--- config.mk ---
export PLATFORM = sky130hd
export DESIGN_NAME = dopag_top
export DESIGN_NICKNAME = d
export VERILOG_FILES = /design/src/rtl/dopag_pkg.sv /design/src/rtl/dopag_srcsel.sv /design/src/rtl/dopag_sum.sv /design/src/rtl/dopag_top.sv
export SDC_FILE = /design/constraint.sdc
export NUM_CORES = 1
export LEC_CHECK = 0
export BUFFER_PORTS_ARGS = -buffer_cell sky130_fd_sc_hd__buf_2
export CORE_AREA = 10 10 99 101
export DETAILED_ROUTE_END_ITERATION = 16
export DIE_AREA = 0 0 109 111
export HOLD_SLACK_MARGIN = 0.15
export PLACE_DENSITY = 0.72
export SETUP_SLACK_MARGIN = 0.4
export SLEW_MARGIN = 30
export SYNTH_ARGS = -nofsm -noshare
export SYNTH_HDL_FRONTEND = slang
export SYNTH_HIERARCHICAL = 1
export SYNTH_SLANG_ARGS = --single-unit
export TNS_END_PERCENT = 30
--- constraint.sdc ---
create_clock -name clk -period 5.2 [get_ports clk]
set_input_delay 0.52 -clock clk [delete_from_list [all_inputs] [get_ports clk]]
set_output_delay 0.52 -clock clk [all_outputs]
set_load 0.01 [all_outputs]
--- src/rtl/dopag_pkg.sv ---
package dopag_pkg;
    localparam int ADDR_W = 16;
    localparam int NREGS  = 16;
    localparam int RSEL_W = $clog2(NREGS);
    localparam int BSEL_W = 2;
    localparam int BDISP_W = 8;
    localparam logic [RSEL_W-1:0] BASE_FIRST = RSEL_W'(NREGS - (1 << BSEL_W));
    localparam logic [RSEL_W-1:0] STACK_REG  = RSEL_W'(NREGS - 1);
    localparam logic [RSEL_W-1:0] BR_SGL_OP  = RSEL_W'(2);
    localparam logic [RSEL_W-1:0] BR_DBL_OP  = RSEL_W'(0);

    typedef enum logic [2:0] {
        MODE_REG   = 3'd0,
        MODE_IMM   = 3'd1,
        MODE_MEM   = 3'd2,
        MODE_BASE  = 3'd3,
        MODE_STACK = 3'd4
    } dop_mode_e;

    typedef struct packed {
        logic [ADDR_W-1:0] ea;
        logic [ADDR_W-1:0] ea2;
        logic              nomem;
        logic [RSEL_W-1:0] op1;
        logic [RSEL_W-1:0] op1_pair;
    } dop_res_t;

    function automatic logic mode_has_mem(input logic [2:0] m);
        return (m == MODE_MEM) || (m == MODE_BASE) || (m == MODE_STACK);
    endfunction
endpackage

--- src/rtl/dopag_srcsel.sv ---
module dopag_srcsel
    import dopag_pkg::*;
(
    input  logic [2:0]        mode,
    input  logic [RSEL_W-1:0] idx,
    input  logic [BSEL_W-1:0] base_sel,
    input  logic [ADDR_W-1:0] disp,
    input  logic [ADDR_W-1:0] port_a_data,
    input  logic [ADDR_W-1:0] port_b_data,
    output logic [RSEL_W-1:0] port_a_addr,
    output logic [ADDR_W-1:0] base_term,
    output logic [ADDR_W-1:0] disp_term,
    output logic [ADDR_W-1:0] idx_term,
    output logic              nomem
);
    logic use_idx;

    always_comb begin
        port_a_addr = '0;
        base_term   = '0;
        disp_term   = '0;
        use_idx     = 1'b0;
        nomem       = !mode_has_mem(mode);
        case (mode)
            MODE_MEM: begin
                disp_term = disp;
                use_idx   = 1'b1;
            end
            MODE_BASE: begin
                port_a_addr = BASE_FIRST | RSEL_W'(base_sel);
                base_term   = port_a_data;
                disp_term   = ADDR_W'(disp[BDISP_W-1:0]);
                use_idx     = 1'b1;
            end
            MODE_STACK: begin
                port_a_addr = STACK_REG;
                base_term   = port_a_data;
            end
            default: ;
        endcase
        idx_term = (use_idx && idx != '0) ? port_b_data : '0;
    end
endmodule

--- src/rtl/dopag_sum.sv ---
module dopag_sum
    import dopag_pkg::*;
(
    input  logic [ADDR_W-1:0] base_term,
    input  logic [ADDR_W-1:0] disp_term,
    input  logic [ADDR_W-1:0] idx_term,
    input  logic              dbl,
    output logic [ADDR_W-1:0] ea,
    output logic [ADDR_W-1:0] ea2
);
    always_comb begin
        ea  = base_term + disp_term + idx_term;
        ea2 = dbl ? ea + ADDR_W'(1) : ea;
    end
endmodule

--- src/rtl/dopag_top.sv ---
module dopag_top
    import dopag_pkg::*;
(
    input  logic        clk,
    input  logic        rst,
    input  logic        req_i,
    input  logic [2:0]  mode_i,
    input  logic [3:0]  idx_i,
    input  logic [1:0]  base_sel_i,
    input  logic [15:0] disp_i,
    input  logic        dbl_i,
    input  logic [3:0]  opreg_i,
    output logic [3:0]  rd_addr_a_o,
    input  logic [15:0] rd_data_a_i,
    output logic [3:0]  rd_addr_b_o,
    input  logic [15:0] rd_data_b_i,
    output logic        valid_o,
    output logic [15:0] ea_o,
    output logic [15:0] ea2_o,
    output logic        nomem_o,
    output logic [3:0]  op1_o,
    output logic [3:0]  op1_pair_o
);
    logic [ADDR_W-1:0] base_term, disp_term, idx_term, sum_ea, sum_ea2;
    logic              nomem_c;
    dop_res_t          res_c, res_q;
    logic              valid_q, dbl_q;

    assign rd_addr_b_o = idx_i;

    dopag_srcsel u_srcsel (
        .mode        (mode_i),
        .idx         (idx_i),
        .base_sel    (base_sel_i),
        .disp        (disp_i),
        .port_a_data (rd_data_a_i),
        .port_b_data (rd_data_b_i),
        .port_a_addr (rd_addr_a_o),
        .base_term   (base_term),
        .disp_term   (disp_term),
        .idx_term    (idx_term),
        .nomem       (nomem_c)
    );

    dopag_sum u_sum (
        .base_term (base_term),
        .disp_term (disp_term),
        .idx_term  (idx_term),
        .dbl       (dbl_i),
        .ea        (sum_ea),
        .ea2       (sum_ea2)
    );

    always_comb begin
        res_c.nomem = nomem_c;
        res_c.ea    = nomem_c ? '0 : sum_ea;
        res_c.ea2   = nomem_c ? '0 : sum_ea2;
        if (mode_i == MODE_BASE) begin
            res_c.op1      = dbl_i ? BR_DBL_OP : BR_SGL_OP;
            res_c.op1_pair = dbl_i ? BR_DBL_OP + RSEL_W'(1) : BR_SGL_OP;
        end else begin
            res_c.op1      = opreg_i;
            res_c.op1_pair = dbl_i ? opreg_i + RSEL_W'(1) : opreg_i;
        end
    end

    always_ff @(posedge clk) begin
        if (rst) begin
            valid_q <= 1'b0;
            dbl_q   <= 1'b0;
            res_q   <= '0;
        end else begin
            valid_q <= req_i;
            if (req_i) begin
                res_q <= res_c;
                dbl_q <= dbl_i;
            end
        end
    end

    assign valid_o    = valid_q;
    assign ea_o       = res_q.ea;
    assign ea2_o      = res_q.ea2;
    assign nomem_o    = res_q.nomem;
    assign op1_o      = res_q.op1;
    assign op1_pair_o = res_q.op1_pair;

    // R1: the strobe follows a request by one cycle
    p_strobe_r1: assert property (@(posedge clk) disable iff (rst)
        req_i |=> valid_o);
    // R8: no memory access means a zero address
    p_nomem_zero_r8: assert property (@(posedge clk) disable iff (rst)
        (valid_o && nomem_o) |-> (ea_o == '0 && ea2_o == '0));
    // R7: the second word sits right after the first
    p_second_word_r7: assert property (@(posedge clk) disable iff (rst)
        (valid_o && !nomem_o && dbl_q) |-> (ea2_o == ADDR_W'(ea_o + 1'b1)));
    // R10: the outputs hold without a request
    p_hold_r10: assert property (@(posedge clk) disable iff (rst)
        !req_i |=> ($stable(ea_o) && $stable(op1_o) && $stable(nomem_o)));
    // R5: base-relative first operand is R2 or R0
    p_base_op1_r5: assert property (@(posedge clk) disable iff (rst)
        (req_i && mode_i == MODE_BASE) |=> (op1_o == BR_SGL_OP || op1_o == BR_DBL_OP));
    // R6: stack mode reads R15
    p_stack_port_r6: assert property (@(posedge clk) disable iff (rst)
        (mode_i == MODE_STACK) |-> (rd_addr_a_o == STACK_REG));
endmodule

# --- Word-level counts from Yosys, hierarchy flattened ---
# Index checks and enable logic that the tools add are counted.
totals:
  reg_bits: 42
  input_bits: 65
  output_inout_bits: 50
  wordCells: 32
classes:
  add_sub_neg: 4
  eq_ne: 3
  n_mux: 12
  n_reduce_logical: 7
ops:
  columns: ["op", "count"]
  rows:
  - ["two-way mux 16 bit", 5]
  - ["adder 16 bit", 2]
  - ["one-hot mux 16 bit (2 select lines)", 1]
  - ["adder 16 x 1 -> 16 bit (second input constant)", 1]
  - ["two-way mux 8 bit", 1]
  - ["one-hot mux 4 bit (2 select lines)", 1]
  - ["equality test 3 x 2 -> 1 bit (second input constant)", 2]
  - ["adder 4 x 1 -> 4 bit (second input constant)", 1]
  - ["two-way mux 2 bit", 2]
  - ["two-way mux 4 bit", 1]
  - ["nonzero test 4 bit", 1]
  - ["OR reduction 2 bit", 2]
  - ["equality test 3 bit (second input constant)", 1]
  - ["logical OR 1 bit", 2]
  - ["logical AND 1 bit", 1]
  - ["logical NOT 1 bit", 1]
  - ["two-way mux 1 bit", 1]

# --- Longest topological paths before layout ---
# Gate-level depths: netlist of run 1.
logic_depth:
  ltp_word: 9
  depth_mapped: 19
  depth_no_buf: 18

# --- By module ---
# Netlist of run 1, hierarchy kept.
modules_own_cells:
  columns: ["mod", "n_inst", "cells_each", "area_per_inst_um2", "seq_area_each_um2"]
  rows:
  - ["dopag_top", 1, 194, 1727.9, 840.8]
  - ["dopag_sum", 1, 164, 1363.8, 0.0]
  - ["dopag_srcsel", 1, 67, 449.2, 0.0]

# --- Worst setup path before layout of run 1 ---
# No wires, ideal clock.
synth_timing:
  path_kind: "input to register"
  start: "input port mode_i[1]"
  end: "register res_q, in the netlist ea2_o[15]"
  setup_ns: 0.130
  arrival_ns: 4.318
  setup_slack_ns: 0.752
  path_stages: 18
  n_path_buf: 1
  path_cell_list: "or3b_1 > buf_2 > a21boi_0 > inv_1 > fa_1 > inv_1 > ha_1 > fa_1 > a21o_1 > a221oi_4 > o21ai_2 > a311o_2 > and4bb_4 > and3_4 > and4_4 > xor2_1 > a21oi_1 > nor2_1"
synth_rtl:
  columns: ["element", "line_no", "source"]
  rows:
  - ["start: declaration", "dopag_top.sv:7", "input logic [2:0] mode_i,"]
  - ["equality test 3 x 2 -> 1 bit or equality test 3 bit (tied branches)", "dopag_srcsel.sv:24", "case (mode)"]
  - ["OR reduction 2 bit (no line) *", null, null]
  - ["two-way mux 16 bit *", "dopag_srcsel.sv:24", null]
  - ["via base_term[1]", "dopag_top.sv:24", "logic [ADDR_W-1:0] base_term, disp_term, idx_term, sum_ea, sum_ea2;"]
  - ["adder 16 bit * (2 in series)", "dopag_sum.sv:12", "ea = base_term + disp_term + idx_term;"]
  - ["via sum_ea[11]", "dopag_top.sv:24", null]
  - ["adder 16 x 1 -> 16 bit *", "dopag_sum.sv:13", "ea2 = dbl ? ea + ADDR_W'(1) : ea;"]
  - ["two-way mux 16 bit *", "dopag_sum.sv:13", null]
  - ["via sum_ea2[15]", "dopag_top.sv:24", null]
  - ["two-way mux 16 bit *", "dopag_top.sv:57", "res_c.ea2 = nomem_c ? '0 : sum_ea2;"]
  - ["end signal: assignment", "dopag_top.sv:75", "res_q <= res_c;"]
  - ["end: declaration", "dopag_top.sv:26", "dop_res_t res_c, res_q;"]
# The timed path passes the listed nets; every way through them passes the cells marked *.
# A chain may end at the register's enable or synchronous reset.

# --- Worst setup path after layout of run 1 ---
# Same ends and word-level chain as after synthesis.

==> impl_metrics.toml, run 1 <==
[clocking]
htreeDepth = 2
clk_root_buffer_cell = "clkbuf_8"
numCtsBuffers = 5
cts.clk_slew.worst_paths_ns = 0.07
cts_tree = "done"
ctsResizeCount = 0
postCtsSetupBuffers = 0
cts_buffer_depth = 2
clock_latency_ns = 0.29
cts_hold_buf = 0
cts.sinks = 42

[floorplan]
die_h_um = 111
die_x_um = 109
coreArea_mm2 = 0.00797
start_util_pct = 44.4
dieArea_mm2 = 0.0121
rows = 33
io_pins = 115

[sta]
relSlewSlack_pct = 44.3
fin_crit_sh_pct = 84.9
setup_ws_ns = 0.787
clock.fmax_mhz = 227
rsz0062_at_grt = "false"
min_period_ns = 4.41
setup_tns_ns = 0
worst_slew_pin_slew_ns = 0.835
timing.hold.ws_ns = 0.471
fin_skew_ns = 0
hold_viol_final = 0
setup_viol = 0
drv_slew = 0

[drt]
drt_pass1_iterations = 4
vias = 3268
drtIter0Drc = 129
detail_route.wl_per_cell_um = 14.6
wirelength_um = 9180
ant_nets = 0
drt-vias-per-instance = 5.20
drc = 0

[cells_and_area]
drive_above_1_share_pct = 28.4
n_antenna_cell = 0
area_growth_pct = 18.2
nets = 620

[worst_setup_path]
worstSetupEndpointType = "flip-flop"
worst_path_largest_cell_delay_ns = 0.54
path_max_fanout = 6
critPathSlowestCell = "fa_1"
setup.worst_path.start_class = "primary input"
critPathRequiredTime_ns = 5.35
path_class = "in -> reg"
worstPathArrival_ns = 4.56
worstPathCellList = "buf_2, or3b_1, a21boi_0, inv_1, fa_1, inv_1, ha_1, fa_1, a21o_1, a221oi_4, o21ai_2, a311o_2, and4bb_4, and3_4, and4_4, xor2_1, a21oi_1, nor2_1"

[placement]
finalWeightedCongestion = 0.868
dpl.hpwl_um = 7410
place_worst_setup_slack_ns = 0.483
io_buffers = 114

[synth]
synth-edff-count = 0
async_flop_share_pct = 0
ys_seq_area_share_pct = 23.7
syn_area_per_cell_um2 = 8.33
synth-seq-cells = 42
yosysUniqueCellTypes = 59
synthCells = 425
synthFlopType = "dfxtp_1"
synth_nets = 522
yosysWarnings = 6
synth_area_mm2 = 0.00354

[grt]
grt_pass1_wl_um = 15400
grt_use_total_pct = 15.2
grt_pass1_vias = 3349
antenna_found_initial = 0
grt_max_degree = 50
grt_overflow_total = 0

[pwr]
power_mw = 0.825
power_density_mw_per_mm2 = 197
irDropWorstVdd_v = 0.000126
p_leak_nw = 2.06

[hold_path]
min_path_type = "reg -> reg"

[run]
maxCapViolations = 0

[outcome]
status = "finished clean"
[flip-flops by register name (all words and copies together), names as in the netlist]
name and count:
valid_o 1, op1_o 4, ea2_o 16, ea_o 16, nomem_o 1, op1_pair_o 4
[critical path, delay by kind of cell]
kind | cells | cell delay, ns
fa+ha+maj | 3 | 1.22
buf+inv | 3 | 0.26
xor+xnor | 1 | 0.13
compound gates | 6 | 1.41
simple gates | 5 | 1.00
[layer usage]
metal  vias up  GRT usage, %  share of wire [%]
li1       1640             -                  -
met1      1532          18.0                 41
met2        86          26.2                 50
met3        10          4.53                8.0
met4         0          2.81               0.81
met5         -             0                  0
[placed cells by master (no fill, tap or decap), drive strengths merged, types with 2 or more instances in the layout]
master and n:
a21boi 17, inv 17, clkbuf 7, nand3b 4, and3 18, fa 16
xnor2 19, o211ai 2, and2b 2, o32ai 2, nand2b 6, and2 16
o21ai 12, and4 2, buf 119, nor2 46, dfxtp 42, ha 16
mux2i 2, nor3b 3, and4bb 2, nor3 3, xor2 9, nand2 20
nand4 4, nand3 8, nor2b 33, a21oi 51, a21o 5, a211oi 3
[where the power goes]
| group | total [mW] | switching (mW) | leakage [nW] | internal (mW) |
|---|---|---|---|---|
| Sequential | 0.342 | 0.00628 | 0.342 | 0.336 |
| Combinational | 0.268 | 0.151 | 1.67 | 0.117 |
| Clock | 0.215 | 0.108 | 0.0482 | 0.107 |
| Total | 0.825 | 0.266 | 2.06 | 0.560 |
[through the flow]
| step | cell area, um2 | utilization [%] | cells |
|---|---|---|---|
| after floorplan | 3540 | - | 425 |
| after global routing | 4190 | 52.5 | 629 |
| after CTS | 4190 | 52.5 | 629 |
| after global placement | 4090 | 51.3 | 621 |
| after detailed placement | 4100 | 51.4 | 621 |
| final | 4190 | 52.5 | 629 |
[synth_stat cells, types with 8 or more instances]
cell type / number / area, um2
a21oi_1: 51 / 255
nor2_1: 46 / 173
dfxtp_1: 42 / 841
nor2b_1: 32 / 200
nand2_1: 20 / 75.1
xnor2_1: 19 / 166
inv_1: 17 / 63.8
and2_1: 16 / 100
fa_1: 16 / 320
ha_1: 16 / 200
and3_1: 11 / 68.8
o21ai_0: 11 / 55.1
a21boi_0: 10 / 75.1
xor2_1: 9 / 78.8
nand3_1: 8 / 40.0
[layout make-up]
type / count / area, um2
Tap cell: 105 / 131
Inverter: 17 / 63.8
Clock inverter: 1 / 5.00
Sequential cell: 42 / 841
Multi-Input combinational cell: 338 / 2450
Clock buffer: 7 / 86.3
Timing Repair Buffer: 119 / 608
Fill cell: 775 / 3780
[logic make-up (layout without fill, tap and decap cells)]
group,after synthesis,after routing,share of synthesized area [%]
and+or+nand+nor,172,172,27.7
buffers and inverters,45,144,7.24
DFF,42,42,23.7
muxes,3,3,0.883
adders and majority gates,32,32,14.7
AOI/OAI and AO/OA,103,103,18.8
xor gates and xnor gates,28,28,6.93
[final timing paths]
check             startpoint        end  slack (ns)  depth (start not counted)
setup / recovery   mode_i[1]  ea2_o[15]        0.79                         18
hold / removal      op1_o[3]   op1_o[3]        0.47                          2
setup reg to reg    ea_o[11]   ea_o[11]        4.37                          3
hold reg to reg     op1_o[3]   op1_o[3]        0.47                          2
Note: power is estimated with default switching activity, not from simulation.
==> inputs of run 2 (changes only) <==
--- a/config.mk
+++ b/config.mk
@@ -5,12 +5,13 @@
 export SDC_FILE = /design/constraint.sdc
 export NUM_CORES = 1
 export LEC_CHECK = 0
+export ABC_AREA = 1
 export BUFFER_PORTS_ARGS = -buffer_cell sky130_fd_sc_hd__buf_2
-export CORE_AREA = 10 10 99 101
+export CORE_AREA = 10 10 107 109
 export DETAILED_ROUTE_END_ITERATION = 16
-export DIE_AREA = 0 0 109 111
+export DIE_AREA = 0 0 117 119
 export HOLD_SLACK_MARGIN = 0.15
-export PLACE_DENSITY = 0.72
+export PLACE_DENSITY = 0.7
 export SETUP_SLACK_MARGIN = 0.4
 export SLEW_MARGIN = 30
 export SYNTH_ARGS = -nofsm -noshare
==> constraint.sdc (replaced) <==
create_clock -name clk -period 4.41 [get_ports clk]
set_input_delay 0.441 -clock clk [delete_from_list [all_inputs] [get_ports clk]]
set_output_delay 0.441 -clock clk [all_outputs]
set_load 0.01 [all_outputs]
==> run 2 against run 1 <==
Wire length up 14%. Register-to-register slack lost 0.69 ns. Die area is 15% higher. First-iteration DRC count increased by 9.3%. Utilization down 1.4 points. Combinational power rose by 38%. Sequential power rose by 18%. Final cell count increased by 34%. Critical path depth grew 2. Sequential cell count stayed put. Critical endpoint is now ea2_o[13]. Highest routed layer unchanged.
==> impl_metrics.toml, run 2 <==
[cells_and_area]
layout_commonest_cell = "nand2_1"
final_util_pct = 51.2
drive_above_1_share_pct = 33.2
area_growth_pct = 15.2
n_antenna_cell = 0
nets = 824
final_cell_mix = "150 x nand2_1, 113 x buf_2, 112 x inv_1"

[grt]
grt_overflow_total = 0
grt_pass1_vias = 3922
grt_pass1_wl_um = 17600
antenna_found_initial = 0
grt_use_total_pct = 14.9
grt_max_degree = 42

[pwr]
irDropWorstVdd_v = 0.000129
p_leak_nw = 2.66
internal_power_mw = 0.652
p_comb_share_pct = 35.9
clockPowerShare_pct = 25.1
power_density_mw_per_mm2 = 213
power_mw = 1.03
p_switching_mw = 0.378
swShare_pct = 36.7
seqPwrFrac_pct = 39.0

[sta]
rsz0062_at_grt = "false"
setup_tns_ns = 0
clock.fmax_mhz = 279
timing.hold.ws_ns = 0.416
relSlewSlack_pct = 55.6
fin_skew_ns = 0
min_period_ns = 3.58
worst_slew_pin_slew_ns = 0.666
fin_crit_sh_pct = 81.2
hold_viol_final = 0
setup_viol = 0
drv_slew = 0

[clocking]
cts_buffer_depth = 2
cts.sinks = 42
htreeDepth = 2
cts.clk_slew.worst_paths_ns = 0.08
numCtsBuffers = 5
clk_root_buffer_cell = "clkbuf_8"
clock_latency_ns = 0.29
cts_hold_buf = 0
cts_tree = "done"
postCtsSetupBuffers = 0
ctsResizeCount = 0

[floorplan]
dieArea_mm2 = 0.0139
start_util_pct = 44.4
io_pins = 115
rows = 36
die_h_um = 119
coreArea_mm2 = 0.00946
die_x_um = 117

[synth]
yosysTopAreaCellShare_pct = 20.0
syn_area_per_cell_um2 = 6.70
yosysWarnings = 6
synth_nets = 724
yosysUniqueCellTypes = 37
synth-seq-cells = 42
async_flop_share_pct = 0
synth-edff-count = 0
yosysMostFrequentCell = "nand2_1"
synth_area_mm2 = 0.00420
netlist_top_cells_area = "dfxtp_1 20%, nand2_1 13%, inv_1 10%"
synthFlopType = "dfxtp_1"
ys_top_cells_by_count = "150 x nand2_1, 112 x inv_1, 49 x nor2_1, 47 x nand2_2, 42 x dfxtp_1"
ys_seq_area_share_pct = 20.0
synthCells = 627
yosys.area.top_type = "dfxtp_1"

[worst_setup_path]
worstSetupEndpointType = "flip-flop"
path_class = "in -> reg"
worstPathArrival_ns = 3.81
r2r_cells = 2
crit_path_start = "mode_i[1]"
setup.worst_path.start_class = "primary input"
path_max_fanout = 16
critPathRequiredTime_ns = 4.64
r2r-start = "ea2_o[15]"

[placement]
finalWeightedCongestion = 0.834
io_buffers = 114
dpl.hpwl_um = 8830

[drt]
drt_pass1_iterations = 4
ant_nets = 0
vias = 3913
detail_route.wl_per_cell_um = 12.5
wirelength_um = 10500
drc = 0
drtIter0Drc = 141
drt-vias-per-instance = 4.65

[outcome]
status = "finished clean"

[run]
maxCapViolations = 0

[hold_path]
min_path_cells = 3
min_path_type = "in -> reg"
hold_start = "opreg_i[3]"
-- run 2: changes by cell type in the layout (fill, tap and decap cells not counted), moves of 10 or more --
cell and delta:
nand3_1 +33, a21oi_1 -20, and3_1 -11, inv_1 +95, a21oi_2 +31, nand2_1 +130, nor2_2 +14, nor2b_1 -31
and2_1 -14, a21boi_0 -10, nand2_2 +47, xnor2_1 -13
-- run 2: layer usage --
layer / track usage [%] / vias to the layer above / part of all wire, %
met1: 19.1 / 1703 / 47
met4: 5.02 / 0 / 2.1
met2: 24.7 / 96 / 45
met5: 0 / - / 0
met3: 2.41 / 13 / 5.4
li1: - / 2101 / -
-- run 2: cell families (layout without fill, tap and decap cells) --
family / after synthesis / after routing / synth area share (%)
fa+ha+maj: 32 / 32 / 12.4
xor+xnor: 13 / 13 / 2.89
compound gates: 71 / 71 / 11.7
flops: 42 / 42 / 20.0
simple gates: 326 / 326 / 37.7
buf+inv: 143 / 244 / 15.4
-- run 2: path summary, 6_finish.rpt --
kind                    to  slack (ns)
min               op1_o[3]        0.42
min reg2reg  op1_pair_o[3]        0.47
max reg2reg      ea2_o[15]        3.68
max              ea2_o[13]        0.83
-- run 2: final cells by class --
class / instances / area [um2]
multi-input cells: 442 / 2720
flip-flops and latches: 42 / 841
clock buffers: 6 / 82.6
fillers: 990 / 4620
well taps: 114 / 143
repair buffers: 116 / 588
clock inverters: 2 / 12.5
inverters: 120 / 458
-- run 2: critical path, cell delays in order --
cell and delay, ns:
buf_2 0.12, inv_2 0.06, nor2_4 0.15, nand2_4 0.18, nor2_1 0.14, inv_1 0.06
fa_1 0.47, inv_1 0.04, ha_1 0.25, fa_1 0.65, nand4_1 0.18, nor2_1 0.14
nand2_1 0.09, nor2_2 0.12, nand3_2 0.11, nor2_2 0.13, nand2_1 0.08, xnor2_1 0.17
nand2_2 0.08, a21oi_2 0.14
-- run 2: metrics by stage --
| stage | area [um2] | setup slack, ns | instances |
|---|---|---|---|
| finish | 4840 | 0.827 | 842 |
| CTS | 4840 | 0.831 | 842 |
| global placement | 4740 | 0.706 | 834 |
| floorplan | 4200 | 0.995 | 627 |
| global route | 4840 | 0.465 | 842 |
| detailed placement | 4740 | 0.570 | 834 |
-- run 2: power groups by stage --
stage | registers [mW] | logic (mW) | clock network, mW
2_1_floorplan | 0.419 | 0.269 | 0
3_3_place_gp | 0.411 | 0.364 | 0
3_5_place_dp | 0.411 | 0.369 | 0
4_1_cts | 0.402 | 0.372 | 0.261
5_1_grt | 0.404 | 0.416 | 0.278
6_report | 0.402 | 0.370 | 0.258
